<file path="config.mk">
export PLATFORM = sky130hd
export DESIGN_NAME = spis_slave
export DESIGN_NICKNAME = d
export VERILOG_FILES = /design/src/rtl/spis_pkg.sv /design/src/rtl/spis_sync.sv /design/src/rtl/spis_edge.sv /design/src/rtl/spis_rx.sv /design/src/rtl/spis_tx.sv /design/src/rtl/spis_slave.sv
export SDC_FILE = /design/constraint.sdc
export NUM_CORES = 1
export LEC_CHECK = 0
export ABC_CLOCK_PERIOD_IN_PS = 2700
export BUFFER_PORTS_ARGS = -buffer_cell sky130_fd_sc_hd__buf_2
export CORE_ASPECT_RATIO = 0.6
export CORE_UTILIZATION = 35
export DETAILED_ROUTE_END_ITERATION = 12
export GPL_TIMING_DRIVEN = 0
export PLACE_DENSITY = 0.54
export SETUP_SLACK_MARGIN = 0.3
export SKIP_LAST_GASP = 1
export SYNTH_ARGS = -nofsm -noshare
export SYNTH_HDL_FRONTEND = slang
export SYNTH_HIERARCHICAL = 1
export SYNTH_SLANG_ARGS = --single-unit
</file>
<file path="constraint.sdc">
create_clock -name clk -period 2.7 [get_ports clk]
set_input_delay 0 -clock clk [delete_from_list [all_inputs] [get_ports clk]]
set_output_delay 0 -clock clk [all_outputs]
set_load 0.005 [all_outputs]
</file>
<file path="src/rtl/spis_pkg.sv">
// Shared types for the system-clocked SPI slave.
// Assumes: a single clock domain after synchronization.
package spis_pkg;

    // Single-cycle events derived from the synchronized serial inputs.
    typedef struct packed {
        logic sclk_rise;   // serial clock went 0 -> 1
        logic sclk_fall;   // serial clock went 1 -> 0
        logic cs_start;    // chip select just became active
        logic cs_active;   // chip select currently active
    } spis_evt_t;

endpackage

</file>
<file path="src/rtl/spis_sync.sv">
// Multi-bit, multi-stage synchronizer for asynchronous inputs.
// Each bit is synchronized on its own; no coherence between bits is
// implied. Assumes inputs are stable for several system clocks.
module spis_sync #(
    parameter int          N       = 1,
    parameter int          STAGES  = 2,
    parameter logic [N-1:0] RST_VAL = '0
) (
    input  logic         clk,
    input  logic         rst_n,
    input  logic [N-1:0] d,
    output logic [N-1:0] q
);

    logic [N-1:0] stg [STAGES];

    // Shift the inputs through the flop chain.
    always_ff @(posedge clk) begin
        if (!rst_n) begin
            for (int i = 0; i < STAGES; i++) begin
                stg[i] <= RST_VAL;
            end
        end else begin
            stg[0] <= d;
            for (int i = 1; i < STAGES; i++) begin
                stg[i] <= stg[i-1];
            end
        end
    end

    assign q = stg[STAGES-1];

endmodule

</file>
<file path="src/rtl/spis_edge.sv">
// Edge detector for the synchronized serial clock and chip select.
// Produces one-cycle events. Assumes the serial clock half period is
// at least two system clocks, so no edge is missed.
module spis_edge
    import spis_pkg::*;
(
    input  logic      clk,
    input  logic      rst_n,
    input  logic      sclk_s,
    input  logic      csn_s,
    output spis_evt_t evt
);

    logic sclk_d;
    logic csn_d;

    // Remember last cycle's levels for edge comparison.
    always_ff @(posedge clk) begin
        if (!rst_n) begin
            sclk_d <= 1'b0;
            csn_d  <= 1'b1;
        end else begin
            sclk_d <= sclk_s;
            csn_d  <= csn_s;
        end
    end

    // Decode edges into the event bundle.
    always_comb begin
        evt.sclk_rise = sclk_s & ~sclk_d;
        evt.sclk_fall = ~sclk_s & sclk_d;
        evt.cs_start  = ~csn_s & csn_d;
        evt.cs_active = ~csn_s;
    end

endmodule

</file>
<file path="src/rtl/spis_rx.sv">
// Receive path: MSB-first shift register with a bit counter.
// The counter is held at zero whenever the chip select is inactive, so
// a window that closes mid-byte drops the partial byte. Assumes
// sample_en is qualified with an active chip select.
module spis_rx #(
    parameter int W     = 8,
    parameter int CNT_W = 3
) (
    input  logic             clk,
    input  logic             rst_n,
    input  logic             sample_en,
    input  logic             cs_active,
    input  logic             mosi_s,
    output logic [W-1:0]     rx_data,
    output logic             rx_valid,
    output logic [CNT_W-1:0] bit_cnt
);

    localparam logic [CNT_W-1:0] LAST = CNT_W'(W - 1);

    logic [W-1:0] rx_sh;
    logic [W-1:0] next_sh;
    logic         last_bit;

    assign next_sh  = {rx_sh[W-2:0], mosi_s};
    assign last_bit = sample_en && (bit_cnt == LAST);

    // Count sampled bits within a chip-select window.
    always_ff @(posedge clk) begin
        if (!rst_n) begin
            bit_cnt <= '0;
        end else if (!cs_active) begin
            bit_cnt <= '0;
        end else if (sample_en) begin
            bit_cnt <= (bit_cnt == LAST) ? '0 : bit_cnt + 1'b1;
        end
    end

    // Shift incoming data in on each qualified rising edge.
    always_ff @(posedge clk) begin
        if (!rst_n) begin
            rx_sh <= '0;
        end else if (sample_en) begin
            rx_sh <= next_sh;
        end
    end

    // Publish a completed byte with a one-cycle strobe.
    always_ff @(posedge clk) begin
        if (!rst_n) begin
            rx_data  <= '0;
            rx_valid <= 1'b0;
        end else begin
            rx_valid <= last_bit;
            if (last_bit) begin
                rx_data <= next_sh;
            end
        end
    end

endmodule

</file>
<file path="src/rtl/spis_tx.sv">
// Transmit path: one-byte holding stage with valid/ready input and an
// MSB-first shift register. The stage moves into the shift register
// when the chip select opens and on the falling edge that follows a
// completed byte; if empty, zeros are loaded. Output is gated low
// while the chip select is inactive.
module spis_tx #(
    parameter int W     = 8,
    parameter int CNT_W = 3
) (
    input  logic             clk,
    input  logic             rst_n,
    input  logic             cs_start,
    input  logic             cs_active,
    input  logic             shift_en,
    input  logic [CNT_W-1:0] bit_cnt,
    input  logic [W-1:0]     tx_data,
    input  logic             tx_valid,
    output logic             tx_ready,
    output logic             miso
);

    logic [W-1:0] hold;
    logic         full;
    logic [W-1:0] tx_sh;
    logic         out_en;
    logic         accept;
    logic         boundary;
    logic         take;
    logic [W-1:0] fresh;

    assign accept   = tx_valid & ~full;
    assign boundary = shift_en && (bit_cnt == '0);
    assign take     = cs_start | boundary;
    assign fresh    = full ? hold : '0;

    // Holding stage: fill on handshake, empty when moved out.
    always_ff @(posedge clk) begin
        if (!rst_n) begin
            hold <= '0;
            full <= 1'b0;
        end else if (accept) begin
            hold <= tx_data;
            full <= 1'b1;
        end else if (take) begin
            full <= 1'b0;
        end
    end

    // Shift register: load at window start or byte boundary, else shift.
    always_ff @(posedge clk) begin
        if (!rst_n) begin
            tx_sh <= '0;
        end else if (take) begin
            tx_sh <= fresh;
        end else if (shift_en) begin
            tx_sh <= {tx_sh[W-2:0], 1'b0};
        end
    end

    // Output enable follows the chip select in step with the load.
    always_ff @(posedge clk) begin
        if (!rst_n) begin
            out_en <= 1'b0;
        end else begin
            out_en <= cs_active;
        end
    end

    assign tx_ready = ~full;
    assign miso     = out_en & tx_sh[W-1];

endmodule

</file>
<file path="src/rtl/spis_slave.sv">
// Mode 0 SPI slave run entirely from the system clock.
// Serial inputs are synchronized, edge-detected and used as enables
// for the receive and transmit shift paths. Assumes the system clock
// is at least four times the serial clock rate.
module spis_slave #(
    parameter int W           = 8,
    parameter int SYNC_STAGES = 2
) (
    input  logic         clk,
    input  logic         rst_n,
    input  logic         spi_sclk,
    input  logic         spi_csn,
    input  logic         spi_mosi,
    output logic         spi_miso,
    input  logic [W-1:0] tx_data,
    input  logic         tx_valid,
    output logic         tx_ready,
    output logic [W-1:0] rx_data,
    output logic         rx_valid
);

    import spis_pkg::*;

    localparam int CNT_W = (W > 2) ? $clog2(W) : 1;

    logic [2:0]       sync_q;
    logic             sclk_s;
    logic             csn_s;
    logic             mosi_s;
    spis_evt_t        evt;
    logic [CNT_W-1:0] bit_cnt;
    logic             sample_en;
    logic             shift_en;

    spis_sync #(
        .N       (3),
        .STAGES  (SYNC_STAGES),
        .RST_VAL (3'b010)
    ) u_sync (
        .clk   (clk),
        .rst_n (rst_n),
        .d     ({spi_mosi, spi_csn, spi_sclk}),
        .q     (sync_q)
    );

    assign sclk_s = sync_q[0];
    assign csn_s  = sync_q[1];
    assign mosi_s = sync_q[2];

    spis_edge u_edge (
        .clk    (clk),
        .rst_n  (rst_n),
        .sclk_s (sclk_s),
        .csn_s  (csn_s),
        .evt    (evt)
    );

    assign sample_en = evt.sclk_rise & evt.cs_active;
    assign shift_en  = evt.sclk_fall & evt.cs_active;

    spis_rx #(
        .W     (W),
        .CNT_W (CNT_W)
    ) u_rx (
        .clk       (clk),
        .rst_n     (rst_n),
        .sample_en (sample_en),
        .cs_active (evt.cs_active),
        .mosi_s    (mosi_s),
        .rx_data   (rx_data),
        .rx_valid  (rx_valid),
        .bit_cnt   (bit_cnt)
    );

    spis_tx #(
        .W     (W),
        .CNT_W (CNT_W)
    ) u_tx (
        .clk       (clk),
        .rst_n     (rst_n),
        .cs_start  (evt.cs_start),
        .cs_active (evt.cs_active),
        .shift_en  (shift_en),
        .bit_cnt   (bit_cnt),
        .tx_data   (tx_data),
        .tx_valid  (tx_valid),
        .tx_ready  (tx_ready),
        .miso      (spi_miso)
    );

endmodule

</file>
==> Yosys cells after proc, flatten, opt, wreduce, memory -nomap -nowiden <==
Memories as Yosys holds them, arrays and structs flattened.
Cells that the tools add are included.
{ "word_totals": {"ramBits": 6, "reg_bits": 39, "n_memories": 1} }
{ "mem_list": {"columns": ["memory", "depth", "word_bits", "rd", "rd_clocked_by_memory_dff", "wr", "line", "rtl"], "rows": [
  ["u_sync.stg", 2, 3, 2, 0, 2, "spis_sync.sv:15", "logic [N-1:0] stg [STAGES];"]
]} }
{ "op_classes": {"n_eq_ne": 1, "bitwise": 15, "n_addsub": 1, "reduce_logical": 6, "mux": 10} }
{ "ops": {"columns": ["cell", "n"], "rows": [
  ["$mux W8", 3],
  ["$mux W3", 3],
  ["$and A1 B1 Y1", 7],
  ["$not A1 Y1", 5],
  ["$mux W1", 4],
  ["$reduce_bool A2 Y1", 2],
  ["$add A3 B1 Y3 const B", 1],
  ["$eq A3 B3 Y1 const B", 1],
  ["$logic_not A3 Y1", 1],
  ["$or A1 B1 Y1", 3],
  ["$logic_and A1 B1 Y1", 2],
  ["$reduce_or A2 Y1", 1]
]} }

==> Depth between registers and ports, before layout <==
{ "logic_depth": {"ltp_word": 7, "depth_mapped": 7, "mapped_depth_nobuf": 5} }

==> By module <==
The synthesis kept the hierarchy.
{ "modules_own_cells": {"columns": ["mod", "area_per_inst_um2", "n_inst", "cells_per_inst"], "rows": [
  ["spis_tx", 780.7, 1, 83],
  ["spis_rx", 774.5, 1, 75],
  ["spis_sync", 180.2, 1, 15],
  ["spis_edge", 75.1, 1, 8],
  ["spis_slave", 12.5, 1, 2]
]} }

==> Least setup slack after synthesis <==
No wires, ideal clock.
{ "synth_path": {"path_type": "reg2reg", "from": "register u_rx.bit_cnt[0]", "to": "register u_rx.bit_cnt[0]", "required_time_ns": 2.634, "arrival_ns": 1.314, "synth_period_minus_slack_ns": 1.380, "path_stages_with_launch": 6, "slack_ns": 1.320, "cell_sequence": "dfxtp_1 ha_1 ha_1 buf_2 or3b_1 a21oi_2"} }
{ "synth_between": {"elab_chain_cells": 2, "word_cells_on_any_way": 3, "classes_between": "add/sub: 1; eq/ne: 1; mux: 1"} }
{ "synth_lines": {"columns": ["item", "line", "rtl"], "rows": [
  ["from (decl)", "spis_rx.sv:16", "output logic [CNT_W-1:0] bit_cnt"],
  ["from (signal assigned)", "spis_rx.sv:35", "bit_cnt <= (bit_cnt == LAST) ? '0 : bit_cnt + 1'b1;"],
  ["$add A3 B1 Y3 / $eq A3 B3 Y1 (equally long branches)", "spis_rx.sv:35", null],
  ["$mux W3 *", "spis_rx.sv:35", null]
]} }
Mark *: on every way between the ends. The rest lies on a longest branch, timed or not.
A chain may end at the register's enable or synchronous reset.

==> flow_summary.yaml <==
setup_path:
  r2r_end: "u_tx/tx_sh[6]"
  startpoint_type: "register"
  crit_end: "u_tx/tx_sh[6]"
  arrival_ns: 1.85
  critPathMaxFanout: 9
  slowest_delay_ns: 0.50
  r2r_setup_slack_ns: 1.06
  slowest_stage: "nor4b_4"
  crit_start: "u_sync/stg[0][4]"
  crit_path_end_kind: "register"
  ff2ff_path_depth: 6
  critPathBufInv: 2
  r2r-start: "u_sync/stg[0][4]"
  path_delay_family: "simple AND/OR/NAND/NOR gates"
  crit_type: "register to register"
  path_depth: 6
  required_ns: 2.91
  path_cells: "buf_4 > inv_1 > and2_1 > nor4b_4 > o211ai_1 > a21boi_1"
cells_and_area:
  diodes: 0
  finalInstanceArea_sq_mm: 0.002218
  synthToLayoutAreaGrowth_pct: 21.69
  final_util_pct: 46.43
  drive_gt1_share_pct: 22.67
  num-fill-cells: 474
  final_nets: 241
placed_design:
  routabilityCongestion: 0.7329
  post-place-ws_ns: 1.098
  dp_hpwl_um: 2672
  port_buffers: 24
  placed_area_sq_mm: 0.002022
routing:
  ant_nets: 0
  first_iter_violations: 93
  drc_errors: 0
  wire_per_inst_um: 13.11
  vias_per_cell: 5.003
  wirelength_um: 3777
  dr.pass1.iters: 4
  vias: 1441
floorplanning:
  ios: 25
  die_area_sq_mm: 0.005511
  die_h_um: 57.91
  rows: 19
  core_sq_mm: 0.004778
  die_w_um: 95.17
  start_util_pct: 38.15
yosys:
  syn_inst: 183
  syn_area_sq_mm: 0.001823
  synth_top_area_share_pct: 49.42
  async_flop_share_pct: 0
  synth_commonest_cells: "45 x dfxtp_1, 18 x nand2_1, 16 x a21boi_1, 10 x nor2_1"
  syn_avg_cell_area_sq_um: 9.962
  post-synth-top-count-cell: "dfxtp_1"
  ys_seq_area_share_pct: 49.42
  ys.flop_type: "dfxtp_1"
  synth.net_count: 199
  synth_area_leaders: "dfxtp_1 49%, a21boi_1 6.6%, mux2i_1 4.9%"
  ys.warnings.count: 6
  synth_edf_count: 0
  netlist-cell-type-count: 28
  ys_seq_elements: 45
  post-synth-top-area-cell: "dfxtp_1"
sta:
  min_period_ns: 1.642
  rsz0062_at_grt: "no"
  fin_ws_ns: 1.058
  max_slew.worst_pin.slew_ns: 0.5546
  clock.fmax_mhz: 609.1
  fin_crit_sh_pct: 60.81
  fin_hold_ws_ns: 0.06514
  slew-limit-headroom_pct: 62.87
  skew_ns: 0.005114
  finalMaxSlewViolations: 0
  hold_violations: 0
  setup_viol: 0
  tns_ns: 0
power:
  peakVddDrop_mv: 0.2894
  leakagePower_nw: 0.8841
  p_per_area_mw_per_mm2: 528.1
cts:
  cts_inserted_buffers: 5
  ctsLongestPathBuffers: 2
  clock_sinks: 45
  root_buffer: "clkbuf_8"
  h-tree-depth: 2
  clk_pin_slew_ns: 0.08
  clk_latency_ns: 0.28
  cts_tree: "done"
  post_cts_resized: 0
run:
  maxCapViolCount: 0
grt:
  overflow: 0
  grt_pass1_vias: 1371
  grt_max_degree: 21
  grt.total_usage_pct: 15.41
  grt_pass1_wl_um: 6368
  antenna_found_initial: 0
hold_path:
  hold_path_class: "primary input to register"
  min_from: "rst_n"
run_status:
  status: "complete, no violations"
-- power by group --
part / internal (mW) / switching (mW) / total, mW
Combinational: 0.0392 / 0.0402 / 0.0794
Clock: 0.203 / 0.205 / 0.408
Sequential: 0.678 / 0.00636 / 0.684
-- cell usage in the layout, fill, tap and decap left out, drive strengths merged, types with 5 or more instances in the layout --
master	instances
nand3	8
a21oi	9
a21bo	8
and2	9
o211ai	8
clkbuf	9
a21boi	16
nand2b	5
nand2	18
nor2	10
a32oi	7
nor2b	5
dlygate4sd3	11
buf	37
dfxtp	45
mux2i	9
-- cell type report --
| type | instances | area [sq um] | share of cell area, % |
|---|---|---|---|
| plain buffers | 15 | 103.9 | 4.681 |
| clock buffers | 7 | 86.33 | 3.892 |
| inverters | 3 | 11.26 | 0.5076 |
| multi-input cells | 120 | 807.0 | 36.38 |
| flip-flops and latches | 45 | 900.9 | 40.61 |
| well taps | 63 | 78.83 | 3.553 |
| repair buffers | 35 | 230.2 | 10.38 |
-- flip-flops by register name (all words and copies together), names as in the netlist --
name	flops
u_rx/rx_data	8
u_sync/stg	6
u_rx/bit_cnt	3
u_tx/out_en	1
u_tx/tx_sh	8
u_rx/rx_sh	7
u_rx/rx_valid	1
u_edge/csn_d	1
u_tx/full	1
u_tx/hold	8
u_edge/sclk_d	1
-- cell families (layout without fill, tap and decap cells) --
group / after synthesis / count (layout) / share of synthesized area, %
adders and majority gates: 2 / 2 / 1.372
and+or+nand+nor: 60 / 60 / 17.23
buffers and inverters: 18 / 60 / 6.314
muxes: 9 / 9 / 4.942
AOI/OAI and AO/OA: 49 / 49 / 20.73
DFF: 45 / 45 / 49.42
-- how the worst min path moves through the flow --
stage	depth (start not counted)	slack, ns	end
after global routing	2	0.07	u_edge/csn_d
final	2	0.07	u_sync/stg[0][1]
after floorplan	1	0.07	u_edge/csn_d
after global placement	2	0.18	u_sync/stg[0][1]
after detailed placement	2	0.19	u_sync/stg[0][1]
after CTS	2	0.06	u_sync/stg[0][1]
-- stage by stage --
stage | std cells | power (mW)
2_1_floorplan | 183 | 0.7397
3_3_place_gp | 270 | 0.7624
3_5_place_dp | 270 | 0.7664
4_1_cts | 288 | 1.189
5_1_grt | 288 | 1.233
6_report | 288 | 1.171
-- what timing repair did --
action                                  4_1_cts  5_1_grt
hold buffers                                 11        0
hold endpoints to repair                     11        0
buffers inserted                              0        0
endpoints found under the setup margin        0        0
-- layer usage --
metal	global-route usage, %	up-vias	wire, um
li1	-	713	-
met1	20.98	703	1975
met2	22.96	19	1646
met3	4.331	6	122
met4	6.494	0	33
met5	0	-	0
No activity file was read; power rests on OpenSTA's default activity.
